## src/rtl/pp_pkg.sv

```systemverilog
package pp_pkg;
    localparam int FLAG_N   = 4;
    localparam int F_EMP1   = 0;
    localparam int F_EMP2   = 1;
    localparam int F_ERR    = 2;
    localparam int F_UDR    = 3;

    localparam logic [1:0] A_CTRL  = 2'd0;
    localparam logic [1:0] A_STAT  = 2'd1;
    localparam logic [1:0] A_BASE1 = 2'd2;
    localparam logic [1:0] A_BASE2 = 2'd3;

    typedef enum logic {
        SERVE_B1 = 1'b0,
        SERVE_B2 = 1'b1
    } pp_state_e;
endpackage

```

## src/rtl/pp_regs.sv

```systemverilog
module pp_regs
    import pp_pkg::*;
#(
    parameter int DW    = 32,
    parameter int ALIGN = 6
) (
    input  logic              clk,
    input  logic              rst_n,
    input  logic              wr,
    input  logic [1:0]        addr,
    input  logic [DW-1:0]     wdata,
    output logic [DW-1:0]     base1,
    output logic [DW-1:0]     base2,
    output logic [FLAG_N-1:0] en,
    output logic [FLAG_N-1:0] ack
);
    localparam int KEEP = DW - ALIGN;

    logic [KEEP-1:0]   base_q [2];
    logic [FLAG_N-1:0] en_q;
    logic              ctrl_wr;

    assign ctrl_wr = wr && (addr == A_CTRL);
    assign ack     = ctrl_wr ? wdata[FLAG_N-1:0] : '0;
    assign en      = en_q;

    always_ff @(posedge clk or negedge rst_n) begin
        if (!rst_n) begin
            en_q <= '0;
        end else if (ctrl_wr) begin
            en_q <= wdata[2*FLAG_N-1:FLAG_N];
        end
    end

    for (genvar i = 0; i < 2; i++) begin : g_base
        always_ff @(posedge clk or negedge rst_n) begin
            if (!rst_n) begin
                base_q[i] <= '0;
            end else if (wr && (addr == (A_BASE1 + 2'(i)))) begin
                base_q[i] <= wdata[DW-1:ALIGN];
            end
        end
    end

    assign base1 = {base_q[0], {ALIGN{1'b0}}};
    assign base2 = {base_q[1], {ALIGN{1'b0}}};

    p_en_hold_r3: assert property (@(posedge clk) disable iff (!rst_n)
        !ctrl_wr |=> $stable(en_q));
endmodule

```

## src/rtl/pp_flags.sv

```systemverilog
module pp_flags
    import pp_pkg::*;
(
    input  logic              clk,
    input  logic              rst_n,
    input  logic [FLAG_N-1:0] set,
    input  logic [FLAG_N-1:0] clr,
    output logic [FLAG_N-1:0] flags
);
    localparam logic [FLAG_N-1:0] RST_VAL = FLAG_N'(4'b0011);

    for (genvar i = 0; i < FLAG_N; i++) begin : g_flag
        always_ff @(posedge clk or negedge rst_n) begin
            if (!rst_n) begin
                flags[i] <= RST_VAL[i];
            end else if (set[i]) begin
                flags[i] <= 1'b1;
            end else if (clr[i]) begin
                flags[i] <= 1'b0;
            end
        end

        p_set_wins_r10: assert property (@(posedge clk) disable iff (!rst_n)
            set[i] |=> flags[i]);
        p_ack_clear_r2: assert property (@(posedge clk) disable iff (!rst_n)
            (clr[i] && !set[i]) |=> !flags[i]);
    end
endmodule

```

## src/rtl/pp_seq.sv

```systemverilog
module pp_seq
    import pp_pkg::*;
#(
    parameter int DW = 32
) (
    input  logic          clk,
    input  logic          rst_n,
    input  logic          consumed,
    input  logic          need,
    input  logic [1:0]    emp,
    input  logic [1:0]    ack_buf,
    input  logic [DW-1:0] base1,
    input  logic [DW-1:0] base2,
    output logic [1:0]    set_emp,
    output logic          set_udr,
    output logic          cur_sel,
    output logic [DW-1:0] fetch_addr,
    output logic          fetch_valid
);
    pp_state_e     state_q, state_d;
    logic [DW-1:0] lat_q [2];
    logic          cur_empty;

    always_ff @(posedge clk or negedge rst_n) begin
        if (!rst_n) state_q <= SERVE_B1;
        else        state_q <= state_d;
    end

    always_ff @(posedge clk or negedge rst_n) begin
        if (!rst_n) begin
            lat_q[0] <= '0;
            lat_q[1] <= '0;
        end else begin
            if (ack_buf[0]) lat_q[0] <= base1;
            if (ack_buf[1]) lat_q[1] <= base2;
        end
    end

    always_comb begin
        state_d     = state_q;
        set_emp     = 2'b00;
        cur_empty   = 1'b1;
        fetch_addr  = '0;
        cur_sel     = 1'b0;
        unique case (state_q)
            SERVE_B1: begin
                cur_sel    = 1'b0;
                cur_empty  = emp[0];
                fetch_addr = lat_q[0];
                if (consumed && !emp[0]) begin
                    set_emp[0] = 1'b1;
                    state_d    = SERVE_B2;
                end
            end
            SERVE_B2: begin
                cur_sel    = 1'b1;
                cur_empty  = emp[1];
                fetch_addr = lat_q[1];
                if (consumed && !emp[1]) begin
                    set_emp[1] = 1'b1;
                    state_d    = SERVE_B1;
                end
            end
            default: state_d = SERVE_B1;
        endcase
        fetch_valid = !cur_empty;
        set_udr     = need && cur_empty;
    end

    p_swap_r6: assert property (@(posedge clk) disable iff (!rst_n)
        (consumed && fetch_valid) |=> (state_q != $past(state_q)));
    p_hold_r6: assert property (@(posedge clk) disable iff (!rst_n)
        !fetch_valid |=> (state_q == $past(state_q)));
    p_latch_hold_r5: assert property (@(posedge clk) disable iff (!rst_n)
        !ack_buf[0] |=> $stable(lat_q[0]));
endmodule

```

## src/rtl/pingpong_buf_ctrl.sv

```systemverilog
module pingpong_buf_ctrl
    import pp_pkg::*;
#(
    parameter int DW    = 32,
    parameter int ALIGN = 6
) (
    input  logic          clk,
    input  logic          rst_n,
    input  logic          reg_wr,
    input  logic [1:0]    reg_addr,
    input  logic [DW-1:0] reg_wdata,
    output logic [DW-1:0] reg_rdata,
    input  logic          evt_consumed,
    input  logic          evt_need,
    input  logic          evt_error,
    output logic [DW-1:0] fetch_addr,
    output logic          fetch_valid,
    output logic          fetch_sel,
    output logic          irq_o
);
    logic [DW-1:0]     base1, base2;
    logic [FLAG_N-1:0] en, ack, flags, set;
    logic [1:0]        set_emp;
    logic              set_udr;

    pp_regs #(.DW(DW), .ALIGN(ALIGN)) u_regs (
        .clk(clk), .rst_n(rst_n), .wr(reg_wr), .addr(reg_addr),
        .wdata(reg_wdata), .base1(base1), .base2(base2), .en(en), .ack(ack)
    );

    pp_seq #(.DW(DW)) u_seq (
        .clk(clk), .rst_n(rst_n), .consumed(evt_consumed), .need(evt_need),
        .emp(flags[F_EMP2:F_EMP1]), .ack_buf(ack[F_EMP2:F_EMP1]),
        .base1(base1), .base2(base2), .set_emp(set_emp), .set_udr(set_udr),
        .cur_sel(fetch_sel), .fetch_addr(fetch_addr), .fetch_valid(fetch_valid)
    );

    assign set = {set_udr, evt_error, set_emp};

    pp_flags u_flags (
        .clk(clk), .rst_n(rst_n), .set(set), .clr(ack), .flags(flags)
    );

    assign irq_o = |(en & flags);

    always_comb begin
        reg_rdata = '0;
        unique case (reg_addr)
            A_CTRL:  reg_rdata[2*FLAG_N-1:FLAG_N] = en;
            A_STAT:  reg_rdata[FLAG_N:0] = {fetch_sel, flags};
            A_BASE1: reg_rdata = base1;
            A_BASE2: reg_rdata = base2;
            default: reg_rdata = '0;
        endcase
    end

    p_irq_off_r9: assert property (@(posedge clk) disable iff (!rst_n)
        (en == '0) |-> !irq_o);
    p_align_r4: assert property (@(posedge clk) disable iff (!rst_n)
        reg_addr[1] |-> (reg_rdata[ALIGN-1:0] == '0));
    p_underrun_r7: assert property (@(posedge clk) disable iff (!rst_n)
        (evt_need && !fetch_valid) |=> flags[F_UDR]);
    p_error_r8: assert property (@(posedge clk) disable iff (!rst_n)
        evt_error |=> flags[F_ERR]);
endmodule

```

## config.mk

```make
export PLATFORM = sky130hd
export DESIGN_NAME = pingpong_buf_ctrl
export DESIGN_NICKNAME = d
export VERILOG_FILES = /design/src/rtl/pp_pkg.sv /design/src/rtl/pp_regs.sv /design/src/rtl/pp_flags.sv /design/src/rtl/pp_seq.sv /design/src/rtl/pingpong_buf_ctrl.sv
export SDC_FILE = /design/constraint.sdc
export NUM_CORES = 1
export LEC_CHECK = 0
export ABC_AREA = 1
export BUFFER_PORTS_ARGS = -buffer_cell sky130_fd_sc_hd__buf_4
export CORE_ASPECT_RATIO = 0.9
export CORE_MARGIN = 2
export CORE_UTILIZATION = 50
export CTS_CLUSTER_DIAMETER = 80
export DETAILED_ROUTE_END_ITERATION = 8
export PLACE_DENSITY = 0.78
export SLEW_MARGIN = 40
export SYNTH_ARGS = -nofsm -noshare
export SYNTH_HDL_FRONTEND = slang
export SYNTH_SLANG_ARGS = --single-unit
```

## constraint.sdc

```tcl
create_clock -name clk -period 1.77 [get_ports clk]
set_input_delay 0.0885 -clock clk [delete_from_list [all_inputs] [get_ports clk]]
set_output_delay 0.0885 -clock clk [all_outputs]
set_load 0.02 [all_outputs]
```

Word level (Yosys, flattened, before mapping)
Cells that the tools add are included.

cells by class
  $add $sub $neg = 0
  $mul = 0
  div/mod/pow operators = 0
  order comparisons = 0
  equal/unequal tests = 3
  shift operators = 0
  multiplexer cells = 22
  bitwise operators = 2
  reduce and logical (&&, ||, !) cells = 16

operator list
  cell                                                 count
  one-hot mux 32 bit (2 select lines)                  1
  one-hot mux 24 bit (2 select lines)                  1
  2-to-1 mux 1 bit                                     13
  one-hot mux 3 bit (3 select lines)                   1
  2-to-1 mux 4 bit                                     2
  nonzero test 2 bit                                   4
  logical AND 1 bit                                    6
  one-hot mux 1 bit (2 select lines)                   3
  bitwise AND 4 bit                                    1
  equality test 2 bit, second input constant           2
  OR reduction 4 bit                                   1
  zero test 1 bit                                      3
  one-hot mux 1 bit (3 select lines)                   1
  equality test 2 x 1 -> 1 bit, second input constant  1
  zero test 2 bit                                      1
  OR reduction 2 bit                                   1
  NOT 1 bit                                            1

storage, ports and cells
  flip-flop bits (word level) = 113
  latch bits = 0
  RAM bits = 0
  ROM bits = 0
  bits of input ports = 40
  output and inout port bits = 67
  word-level logic and storage cells = 53
  memories = 0

Depth between registers and ports, before layout
  depth after elaboration = 5
  mapped depth = 7
  depth with buffers taken out = 5

Modules after synthesis
Synthesis repeated with hierarchy kept, for this count alone.

second synthesis, totals
  cell total of the unflattened synthesis = 771
  area total of the unflattened synthesis = 6128.4 um2

by module, submodules not included
  module             instances  cells an instance  area an instance (um2)  sequential area each (um2)
  pp_seq             1          356                2941.6                  1626.6
  pp_regs            1          272                2516.2                  1401.3
  pingpong_buf_ctrl  1          123                508.0                   0.0
  pp_flags           1          20                 162.7                   102.6

Worst setup path after synthesis
Ideal clock, no wire load.

  path type = register -> output
  from = register u_seq.state_q
  to = output fetch_addr[21]
  arrival = 1321 ps
  required time = 1681 ps
  setup slack = 360 ps
  stages on the path, launching flop included = 6
  buffers on the path = 2
  cell sequence = dfrtp_1 inv_1 clkbuf_1 clkbuf_1 nand2_1 nand2_1

on the way
  cells in the longest elaborated chain, start to end = 2

ends and longest elaborated chain
  what                                   RTL line                 source
  from (decl)                            pp_seq.sv:20             pp_state_e state_q, state_d;
  from (signal assigned)                 pp_seq.sv:26             else state_q <= state_d;
  NOT 1 bit                              n/a
  one-hot mux 32 bit (2 select lines) *  pp_seq.sv:45             unique case (state_q)
  to (decl)                              pingpong_buf_ctrl.sv:16  output logic [DW-1:0] fetch_addr,

Mark *: on every way between the ends. The rest lies on a longest branch, timed or not. The select of a mux whose other input is x is not followed.

Final worst setup path
  from = register u_seq.state_q
  to = register u_flags.flags[3]

on the way
  cells in the longest elaborated chain, start to end = 4
  elaborated cells on any way between the ends = 5
  classes of those cells = 2 x mux; 1 x bitwise; 2 x reduce/logical

ends and longest elaborated chain
  what                                                           RTL line        source
  NOT 1 bit                                                      n/a
  one-hot mux 1 bit (2 select lines) *                           pp_seq.sv:45
  logical AND 1 bit *                                            pp_seq.sv:67    set_udr = need && cur_empty;
  2-to-1 mux 1 bit / nonzero test 2 bit (equally long branches)  n/a
  to (signal, indexed assignment)                                pp_flags.sv:15  flags[i] <= RST_VAL[i];
  to (decl)                                                      pp_flags.sv:8   output logic [FLAG_N-1:0] flags

Mark *: on every way between the ends. The rest lies on a longest branch, timed or not.
A chain may end at the register's enable or synchronous reset.

==> results.yml <==
synth:
  yosysWarnings: 0
  synth_top_family_by_area: "simple AND/OR/NAND/NOR gates"
  netlist_instances: 673
  synth_compound_area_share_pct: 4.82
  synth_xor_area_share_pct: 0
  syn_area_um2: 5290
  yosys.area_share.adder_pct: 0
  yosysSeqAreaShare_pct: 53.5
  synthSimpleGateAreaFrac_pct: 34.1
  synth_cell_type_count: 22
  postSynthAreaPerCell_um2: 7.86
  ys_seq_elements: 113
  synthMuxAreaShare_pct: 0
timing:
  rsz0062_at_grt: "no"
  finalHoldViolCount: 0
  worst_hold_slack_ns: 0.0848
  setup_violations: 0
  period_minus_slack_ns: 1.61
  tightest_slew_ns: 0.675
  drv_slew: 0
  clock.fmax_mhz: 621
  setup_ws_ns: 0.159
  finClkSkew_ns: 0.00596
  relSlewSlack_pct: 54.9
  layout_worst_path_cycle_share_pct: 91.0
  fin_tns_setup_ns: 0
power_and_ir_drop:
  combPwrFrac_pct: 27.1
  p_leak_nw: 3.78
  intPower_mw: 6.34
  pwr-share-clk_pct: 36.4
  seq_power_share_pct: 36.5
  powerDensity_nw_per_um2: 1350
  p_total_mw: 9.49
  ir_worst_vdd_v: 0.000749
  p_sw_mw: 3.15
  switching_share_pct: 33.2
layout:
  finish.net_count: 839
  num_antenna_cells: 0
  final_cell_mix: "nand2_1 (348), buf_4 (115), dfrtp_1 (111)"
  finalNonFillerCells: 941
  mostFrequentLayoutCell: "nand2_1"
  post-route-util_pct: 68.5
  final_cell_area_um2: 7050
  syn2layout_area_growth_pct: 33.2
  drive_gt1_share_pct: 19.6
global_route:
  grt_use_total_pct: 27.8
  grt_pass1_vias: 5161
  grt_max_degree: 54
  antenna_found_initial: 0
  grt_overflow: 0
  grt_pass1_wl_mm: 24.8
routing:
  post-route-drc-count: 0
  routed_wl_mm: 15.1
  firstDrtPassIters: 7
  final_antenna_net_count: 0
  wl_per_cell_um: 16.0
  first_iter_violations: 386
  vias_per_cell: 5.46
  via_count: 5141
placement:
  hpwl_mm: 9.24
  gp_congestion: 0.845
  post-place-cells: 875
  post_dp_cell_area_um2: 6110
  port_buffers: 100
  post-place-ws_ns: 0.350
clock_tree:
  clock-sinks: 113
  numCtsBuffers: 17
  clk_pin_slew_ns: 0.05
  ctsResizeCount: 0
  cts_htree_levels: 4
  clock_path_buffers: 2
  worstSkewPairLatency_ns: 0.41
  cts_tree: "built"
  root_buffer: "clkbuf_16"
  postCtsSetupBuffers: 0
floorplanning:
  pin_count: 107
  core-area_um2: 10300
  die_w_um: 112
  die_h_um: 102
  initial_core_util_pct: 51.4
  design.die.area_um2: 11400
  rows: 35
worst_setup_path:
  crit_path_end_kind: "flip-flop"
  cpMaxStageDelayCell: "dlygate4sd3_1"
  cp_max_fo: 15
  crit_top_cell: "nand2_1"
  slowest_delay_ns: 0.56
  critPathArrivalTime_ns: 1.89
  crit_type: "flip-flop to flip-flop"
  path_cells: "inv_1, buf_4, nand2_1, nand3_1, nand2_1, dlygate4sd3_1"
  start_kind: "flip-flop"
  crit_required_ns: 2.05
min_path:
  min_path_type: "input port to flip-flop"
run_status:
  outcome: "complete, no violations"
job:
  maxCapViolations: 0
-- cell type report --
class	count	area (um^2)
clock buffers	19	443
fillers	775	3240
flip-flops and latches	113	2830
multi-input cells	482	2080
well taps	129	161
repair buffers	151	1240
clock inverters	13	161
inverters	34	128
-- path summary, 6_finish.rpt --
kind	start	endpoint	slack [ns]	cells past startpoint
setup / recovery	u_seq.state_q	u_flags.flags[3]	0.16	6
hold / removal	reg_addr[1]	u_seq.lat_q[9]	0.08	4
setup reg to reg	u_seq.state_q	u_flags.flags[3]	0.16	6
hold reg to reg	u_seq.lat_q[39]	u_seq.lat_q[39]	0.47	2
max in group asynchronous	rst_n	u_flags.flags[0]	0.87	3
min in group asynchronous	rst_n	u_regs.base2[21]	0.20	2
-- routing by layer --
metal  GRT usage (%)  part of all wire, %  up-vias
met5               0                    0        -
met4            13.3                  3.1        0
met3            5.75                  8.6       53
met2            47.2                   50      273
met1            34.4                   38     2438
li1                -                    -     2377
-- worst max-delay path: cells and delay by family (launching register included) --
kind,cells,cell delay [ns]
buffers and inverters,3,0.88
DFF,1,0.39
and+or+nand+nor,3,0.23
-- flip-flops by register name, indices dropped and copies added, names as in the netlist --
register / flops
u_regs.base2: 26
u_seq.lat_q: 52
u_flags.flags: 4
u_regs.base1: 26
u_seq.state_q: 1
u_regs.en: 4
-- cells by family after synthesis --
group           count (synthesis)
flops                         113
other cells                     1
simple gates                  425
buf+inv                        83
compound gates                 51
-- power by group through the flow --
stage	sequential [mW]	clock, mW	combinational, mW
6_report	3.46	3.46	2.57
5_1_grt	3.52	3.59	2.83
4_1_cts	3.45	3.47	2.56
3_5_place_dp	3.48	0	2.48
3_3_place_gp	3.46	0	2.42
2_1_floorplan	3.41	0	1.48
-- what timing repair did --
item	in CTS	in global routing
hold buffers	34	0
setup endpoints to repair	0	0
endpoints found under the hold margin	99	0
-- cell usage after synthesis --
cell type,number,area share [%]
nand2_4,1,0.21
nand2_2,1,0.12
o21ai_0,51,4.8
nor2_8,1,0.38
nand3_1,11,1.0
buf_6,3,0.64
inv_2,1,0.071
buf_1,1,0.071
clkbuf_2,1,0.094
nor2_4,3,0.64
buf_2,16,1.5
nand2_1,348,25
clkbuf_1,17,1.2
nand4_1,53,6.3
nand3_2,2,0.38
conb_1,1,0.071
nor2_1,4,0.28
nor3b_1,1,0.14
dfrtp_1,111,52
dfstp_2,2,0.99
inv_1,33,2.3
buf_4,11,1.6
(Power assumes the default switching activity.)
